==> src/rtl/serpar_mult_pkg.sv <==
package serpar_mult_pkg;

  typedef enum logic [1:0] {
    ST_IDLE = 2'b00,
    ST_LOAD = 2'b01,
    ST_CALC = 2'b10,
    ST_DONE = 2'b11
  } mul_state_t;

  typedef struct packed {
    logic carry;
    logic sum;
  } fa_out_t;

  // one-bit full adder: three inputs of equal weight
  function automatic fa_out_t full_add(input logic x, input logic y, input logic z);
    fa_out_t r;
    r.sum   = x ^ y ^ z;
    r.carry = (x & y) | (z & (x ^ y));
    return r;
  endfunction

endpackage

==> src/rtl/serpar_mult_ctrl.sv <==
module serpar_mult_ctrl
  import serpar_mult_pkg::*;
#(
  parameter int PW = 16
) (
  input  logic clk,
  input  logic rst_n,
  input  logic start,
  output logic load,
  output logic shift,
  output logic stop,
  output logic last
);
  localparam int CW = (PW > 1) ? $clog2(PW) : 1;

  mul_state_t st_q;
  logic [CW-1:0] cnt_q;

  assign last  = (cnt_q == CW'(PW - 1));
  assign load  = (st_q == ST_LOAD);
  assign shift = (st_q == ST_CALC);
  assign stop  = (st_q == ST_DONE);

  always_ff @(posedge clk or negedge rst_n) begin
    if (!rst_n) begin
      st_q  <= ST_IDLE;
      cnt_q <= '0;
    end else begin
      unique case (st_q)
        ST_IDLE: if (start) st_q <= ST_LOAD;
        ST_LOAD: begin
          st_q  <= ST_CALC;
          cnt_q <= '0;
        end
        ST_CALC: begin
          cnt_q <= cnt_q + 1'b1;
          if (last) st_q <= ST_DONE;
        end
        ST_DONE: if (start) st_q <= ST_LOAD;
        default: st_q <= ST_IDLE;
      endcase
    end
  end

  a_r3_stop_after_last: assert property (@(posedge clk) disable iff (!rst_n)
    (shift && last) |=> stop);
  a_r4_run_uninterrupted: assert property (@(posedge clk) disable iff (!rst_n)
    (shift && !last) |=> shift);
  a_r6_load_then_first_column: assert property (@(posedge clk) disable iff (!rst_n)
    load |=> (shift && !last));
  a_r3_single_phase: assert property (@(posedge clk) disable iff (!rst_n)
    $onehot0({load, shift, stop}));

endmodule

==> src/rtl/serpar_mult_opa.sv <==
module serpar_mult_opa #(
  parameter int N = 8
) (
  input  logic         clk,
  input  logic         rst_n,
  input  logic         load,
  input  logic         shift,
  input  logic [N-1:0] din,
  output logic         bit_out,
  output logic         empty
);
  logic [N-1:0] q;

  assign bit_out = q[0];
  assign empty   = (q == '0);

  always_ff @(posedge clk or negedge rst_n) begin
    if (!rst_n)     q <= '0;
    else if (load)  q <= din;
    else if (shift) q <= {1'b0, q[N-1:1]};
  end

  a_r7_a_only_changes_on_cmd: assert property (@(posedge clk) disable iff (!rst_n)
    (!load && !shift) |=> $stable(q));

endmodule

==> src/rtl/serpar_mult_column.sv <==
module serpar_mult_column
  import serpar_mult_pkg::*;
#(
  parameter int N = 8
) (
  input  logic         clk,
  input  logic         rst_n,
  input  logic         load,
  input  logic         shift,
  input  logic [N-1:0] b_in,
  input  logic         a_bit,
  output logic         col_bit
);
  logic [N-1:0] b_q;
  logic [N-1:1] dly_q;    // dly_q[j]: multiplicand bit from j columns ago
  logic [N-1:1] cy_q;     // registered carry of adder j
  logic [N-1:0] pp;       // partial products of the current column
  logic [N-1:0] run;      // running column sum along the ripple
  logic [N-1:1] cy_d;

  assign pp[0]  = b_q[0] & a_bit;
  assign run[0] = pp[0];

  for (genvar j = 1; j < N; j++) begin : g_stage
    fa_out_t fa;
    assign pp[j]   = b_q[j] & dly_q[j];
    assign fa      = full_add(run[j-1], pp[j], cy_q[j]);
    assign run[j]  = fa.sum;
    assign cy_d[j] = fa.carry;
  end

  assign col_bit = run[N-1];

  always_ff @(posedge clk or negedge rst_n) begin
    if (!rst_n) b_q <= '0;
    else if (load) b_q <= b_in;
  end

  always_ff @(posedge clk or negedge rst_n) begin
    if (!rst_n) begin
      dly_q <= '0;
      cy_q  <= '0;
    end else if (load) begin
      dly_q <= '0;
      cy_q  <= '0;
    end else if (shift) begin
      if (N > 2) dly_q <= {dly_q[N-2:1], a_bit};
      else       dly_q <= a_bit;
      cy_q <= cy_d;
    end
  end

  a_r8_clear_on_load: assert property (@(posedge clk) disable iff (!rst_n)
    load |=> (dly_q == '0 && cy_q == '0));
  a_r7_b_held: assert property (@(posedge clk) disable iff (!rst_n)
    !load |=> $stable(b_q));

endmodule

==> src/rtl/serpar_mult_result.sv <==
module serpar_mult_result #(
  parameter int PW = 16
) (
  input  logic          clk,
  input  logic          rst_n,
  input  logic          load,
  input  logic          shift,
  input  logic          bit_in,
  output logic [PW-1:0] q
);
  always_ff @(posedge clk or negedge rst_n) begin
    if (!rst_n)     q <= '0;
    else if (load)  q <= '0;
    else if (shift) q <= {bit_in, q[PW-1:1]};
  end

  a_r5_result_hold: assert property (@(posedge clk) disable iff (!rst_n)
    (!load && !shift) |=> $stable(q));
  a_r6_cleared_by_load: assert property (@(posedge clk) disable iff (!rst_n)
    load |=> (q == '0));

endmodule

==> src/rtl/serpar_mult.sv <==
module serpar_mult #(
  parameter int N = 8
) (
  input  logic           clk,
  input  logic           rst_n,
  input  logic [N-1:0]   op_a,
  input  logic [N-1:0]   op_b,
  input  logic           start,
  output logic [2*N-1:0] prod,
  output logic           stop
);
  localparam int PW = 2 * N;

  logic ld_w, sh_w, last_w;
  logic a_bit_w, a_empty_w, col_bit_w;

  serpar_mult_ctrl #(.PW(PW)) u_ctrl (
    .clk(clk), .rst_n(rst_n), .start(start),
    .load(ld_w), .shift(sh_w), .stop(stop), .last(last_w)
  );

  serpar_mult_opa #(.N(N)) u_opa (
    .clk(clk), .rst_n(rst_n), .load(ld_w), .shift(sh_w),
    .din(op_a), .bit_out(a_bit_w), .empty(a_empty_w)
  );

  serpar_mult_column #(.N(N)) u_col (
    .clk(clk), .rst_n(rst_n), .load(ld_w), .shift(sh_w),
    .b_in(op_b), .a_bit(a_bit_w), .col_bit(col_bit_w)
  );

  serpar_mult_result #(.PW(PW)) u_res (
    .clk(clk), .rst_n(rst_n), .load(ld_w), .shift(sh_w),
    .bit_in(col_bit_w), .q(prod)
  );

  // the multiplicand is fully drained well before the final column
  a_r2_a_drained_at_end: assert property (@(posedge clk) disable iff (!rst_n)
    (sh_w && last_w) |-> a_empty_w);
  a_r1_quiet_before_start: assert property (@(posedge clk) disable iff (!rst_n)
    (!ld_w && !sh_w && !stop) |-> (prod == '0));

endmodule

==> config.mk <==
export PLATFORM = sky130hd
export DESIGN_NAME = serpar_mult
export DESIGN_NICKNAME = d
export VERILOG_FILES = /design/src/rtl/serpar_mult_pkg.sv /design/src/rtl/serpar_mult_ctrl.sv /design/src/rtl/serpar_mult_opa.sv /design/src/rtl/serpar_mult_column.sv /design/src/rtl/serpar_mult_result.sv /design/src/rtl/serpar_mult.sv
export SDC_FILE = /design/constraint.sdc
export NUM_CORES = 1
export LEC_CHECK = 0
export BUFFER_PORTS_ARGS = -buffer_cell sky130_fd_sc_hd__buf_2
export CAP_MARGIN = 20
export CORE_MARGIN = 3
export CORE_UTILIZATION = 30
export CTS_BUF_LIST = sky130_fd_sc_hd__clkbuf_2
export CTS_CLUSTER_DIAMETER = 120
export DETAILED_ROUTE_END_ITERATION = 8
export RECOVER_POWER = 100
export SLEW_MARGIN = 0
export SYNTH_ARGS = -nofsm -noshare
export SYNTH_HDL_FRONTEND = slang
export SYNTH_SLANG_ARGS = --single-unit
==> constraint.sdc <==
create_clock -name clk -period 4.1 [get_ports clk]
set_clock_uncertainty 0.2 [all_clocks]
set_input_delay 0.82 -clock clk [delete_from_list [all_inputs] [get_ports clk]]
set_output_delay 0.82 -clock clk [all_outputs]
set_load 0.02 [all_outputs]
==> qor.yml <==
run_status:
  status: "finished with violations"
  violations: "max-capacitance violations, max-slew violations, negative setup slack"
yosys:
  synth_cells: 187
  synth_edf_count: 0
  ys_top_cells_by_count: "52 x dfrtp_1, 30 x nand2_1, 21 x a22o_1"
  mappedNetlistArea_mm2: 0.002322
  synth_top_area_share_pct: 56.03
  ys_types: 26
  synthesis.nets: 218
  avgSynthCellArea_um2: 12.42
  ys.flop_type: "dfrtp_1"
  synth.area.top_cells: "dfrtp_1 56%, a22o_1 7.9%, fa_1 6.0%"
  synth-seq-cells: 52
  synth_top_area_cell: "dfrtp_1"
  yosysSeqAreaShare_pct: 56.03
  synth.most_common_cell: "dfrtp_1"
  synthArstFlopShare_pct: 100.0
  yosysWarnings: 0
global_routing:
  grt_util_all_layers_pct: 10.49
  grt_pass1_wl_um: 7320
  grt_pass1_vias: 1551
  grt_max_degree: 43
  antenna_found_initial: 0
  gr-total-overflow: 0
clocking:
  clock_latency_ns: 0.44
  root_buffer: "clkbuf_2"
  htreeDepth: 2
  clkSinkCount: 52
  cts_tree: "done"
  postCtsHoldBufs: 0
  cts_made_buffers: 5
  clk_path_buf_depth: 2
  cts.clk_slew.worst_paths_ns: 0.29
die:
  core_mm2: 0.007370
  ios: 36
  fp.dieArea_mm2: 0.008832
  die_h_um: 93.98
  start_util_pct: 31.51
  rows: 31
  die_x_um: 93.98
timing:
  finalHoldViolCount: 0
  fin_crit_ns: 4.167
  worst_pin_slew_ns: 2.230
  setup_violations: 1
  slew_headroom_pct: -48.67
  fin_ws_ns: -0.06730
  slew_violations: 42
  timing.final.crit_share_pct: 101.6
  max_freq_mhz: 240.0
  hold_ws_ns: 0.3213
  rsz0062_at_grt: "true"
finish:
  diodes: 0
  syn_to_final_growth_pct: 11.69
  n_fill_cell: 778
  final_area_mm2: 0.002594
  nets: 254
  drive_above_1_share_pct: 20.54
detailed_routing:
  viasPerCell: 4.619
  drc: 0
  dr.first_iter.drc_count: 43
  wl_um: 4255
  drt-pass1-iter-count: 4
  ant_nets: 0
  drt-wirelength-per-cell_um: 13.17
  vias: 1492
pwr:
  p_per_area_mw_per_mm2: 739.7
  ir_drop_uv: 260.4
  cellLeakagePower_nw: 1.138
  power_mw: 1.919
setup_path:
  crit_path_cell_trace: "inv_2, fa_1, fa_1, fa_1, fa_1, fa_1, fa_1, fa_1, o21ai_2"
  critPathSlowestCell: "fa_1"
  path_buf_inv: 1
  critPathKind: "reg2reg"
  path_delay_family: "adder cells"
  arrival_ns: 4.37
  crit_path_max_fanout: 2
  endpoint_kind: "register"
  start_kind: "register"
  cp_common_cell: "fa_1"
  cp_slowest_stage_delay_ns: 0.55
  cp.required_ns: 4.30
placement:
  placed_area_mm2: 0.002575
  place_congestion: 0.7091
  dp_slack_ns: -0.05654
  place_hpwl_um: 2893
  portBuffers: 35
flow_run:
  maxCapViolations: 1
worst_hold_path:
  min_path_type: "reg2reg"
## stage by stage
step	cells	util, %	TNS (ns)
floorplan	187	-	0
global placement	315	34.94	-0.008757
detailed placement	315	34.94	-0.05654
CTS	323	35.64	-0.07122
global route	323	35.20	-0.2771
finish	323	35.20	-0.06730
## metal layers
metal  vias up  track usage, %  share of wire (%)
met2        26           17.98                 51
li1        715               -                  -
met5         -               0                  0
met3         5           2.965                3.7
met4         0           2.527                1.1
met1       746           13.06                 44
## state kept, by name, summed over array words and instances (netlist names)
| signal | cells |
|---|---|
| u_ctrl.cnt_q | 4 |
| u_col.b_q | 8 |
| u_col.dly_q | 7 |
| u_res.q | 16 |
| u_ctrl.st_q | 2 |
| u_col.cy_q | 7 |
| u_opa.q | 8 |
## where the power goes
part	switching (mW)	leakage [nW]	internal (mW)
registers	0.110	0.687	0.685
clock network	0.174	0.0271	0.0459
logic	0.552	0.424	0.352
total	0.836	1.14	1.08
## cells by family after synthesis
family / Yosys count / synth area share [%]
and+or+nand+nor: 40 / 7.490
DFF: 52 / 56.03
adders and majority gates: 12 / 8.728
buffers and inverters: 20 / 5.064
muxes: 16 / 7.328
AOI/OAI and AO/OA: 47 / 15.36
## cell usage in the layout, fill, tap and decap left out, types with 2 or more instances in the layout
master / instances
dfrtp_1: 52
nand2_1: 30
a22o_1: 21
clkbuf_1: 19
buf_2: 17
o21ai_0: 14
inv_1: 8
mux2_2: 8
mux2i_1: 8
o21ai_2: 8
fa_1: 7
ha_1: 5
clkbuf_2: 5
buf_4: 4
nand3_1: 3
nand2b_1: 2
clkinvlp_4: 2
## final cells by class
| cell class | count | area (µm²) | share of cell area (%) |
|---|---|---|---|
| sequential | 52 | 1301 | 50.17 |
| multi-input combinational | 115 | 897.1 | 34.59 |
| timing repair buffer | 40 | 186.4 | 7.188 |
| tap | 99 | 123.9 | 4.776 |
| inverter | 9 | 33.78 | 1.302 |
| clock inverter | 3 | 26.28 | 1.013 |
| clock buffer | 5 | 25.02 | 0.9648 |
## path summary, 6_finish.rpt
kind                               start  cells past startpoint             end  slack, ns
max in group asynchronous          rst_n                      2  u_col.dly_q[6]       1.47
setup reg to reg           u_col.cy_q[1]                      9     u_res.q[15]      -0.07
setup / recovery           u_col.cy_q[1]                      9     u_res.q[15]      -0.07
hold / removal             u_col.cy_q[2]                      2   u_col.cy_q[2]       0.32
hold reg to reg            u_col.cy_q[2]                      2   u_col.cy_q[2]       0.32
min in group asynchronous          rst_n                      1      u_res.q[1]       0.79
## worst reg2reg max path: cells and delay by family (launching register included)
family	cells	cell delay [ns]
adder cells (fa/ha/maj)	7	3.34
flip-flops	1	0.43
AO/OA/AOI/OAI	1	0.13
buffers and inverters	1	0.05
## what timing repair did
item | 4_1_cts | 5_1_grt
pin swaps | 1 | 0
gates resized for setup | 1 | 0
buffers inserted | 0 | 0
setup endpoints to repair | 1 | 2
No activity file was read; power rests on OpenSTA's default activity.
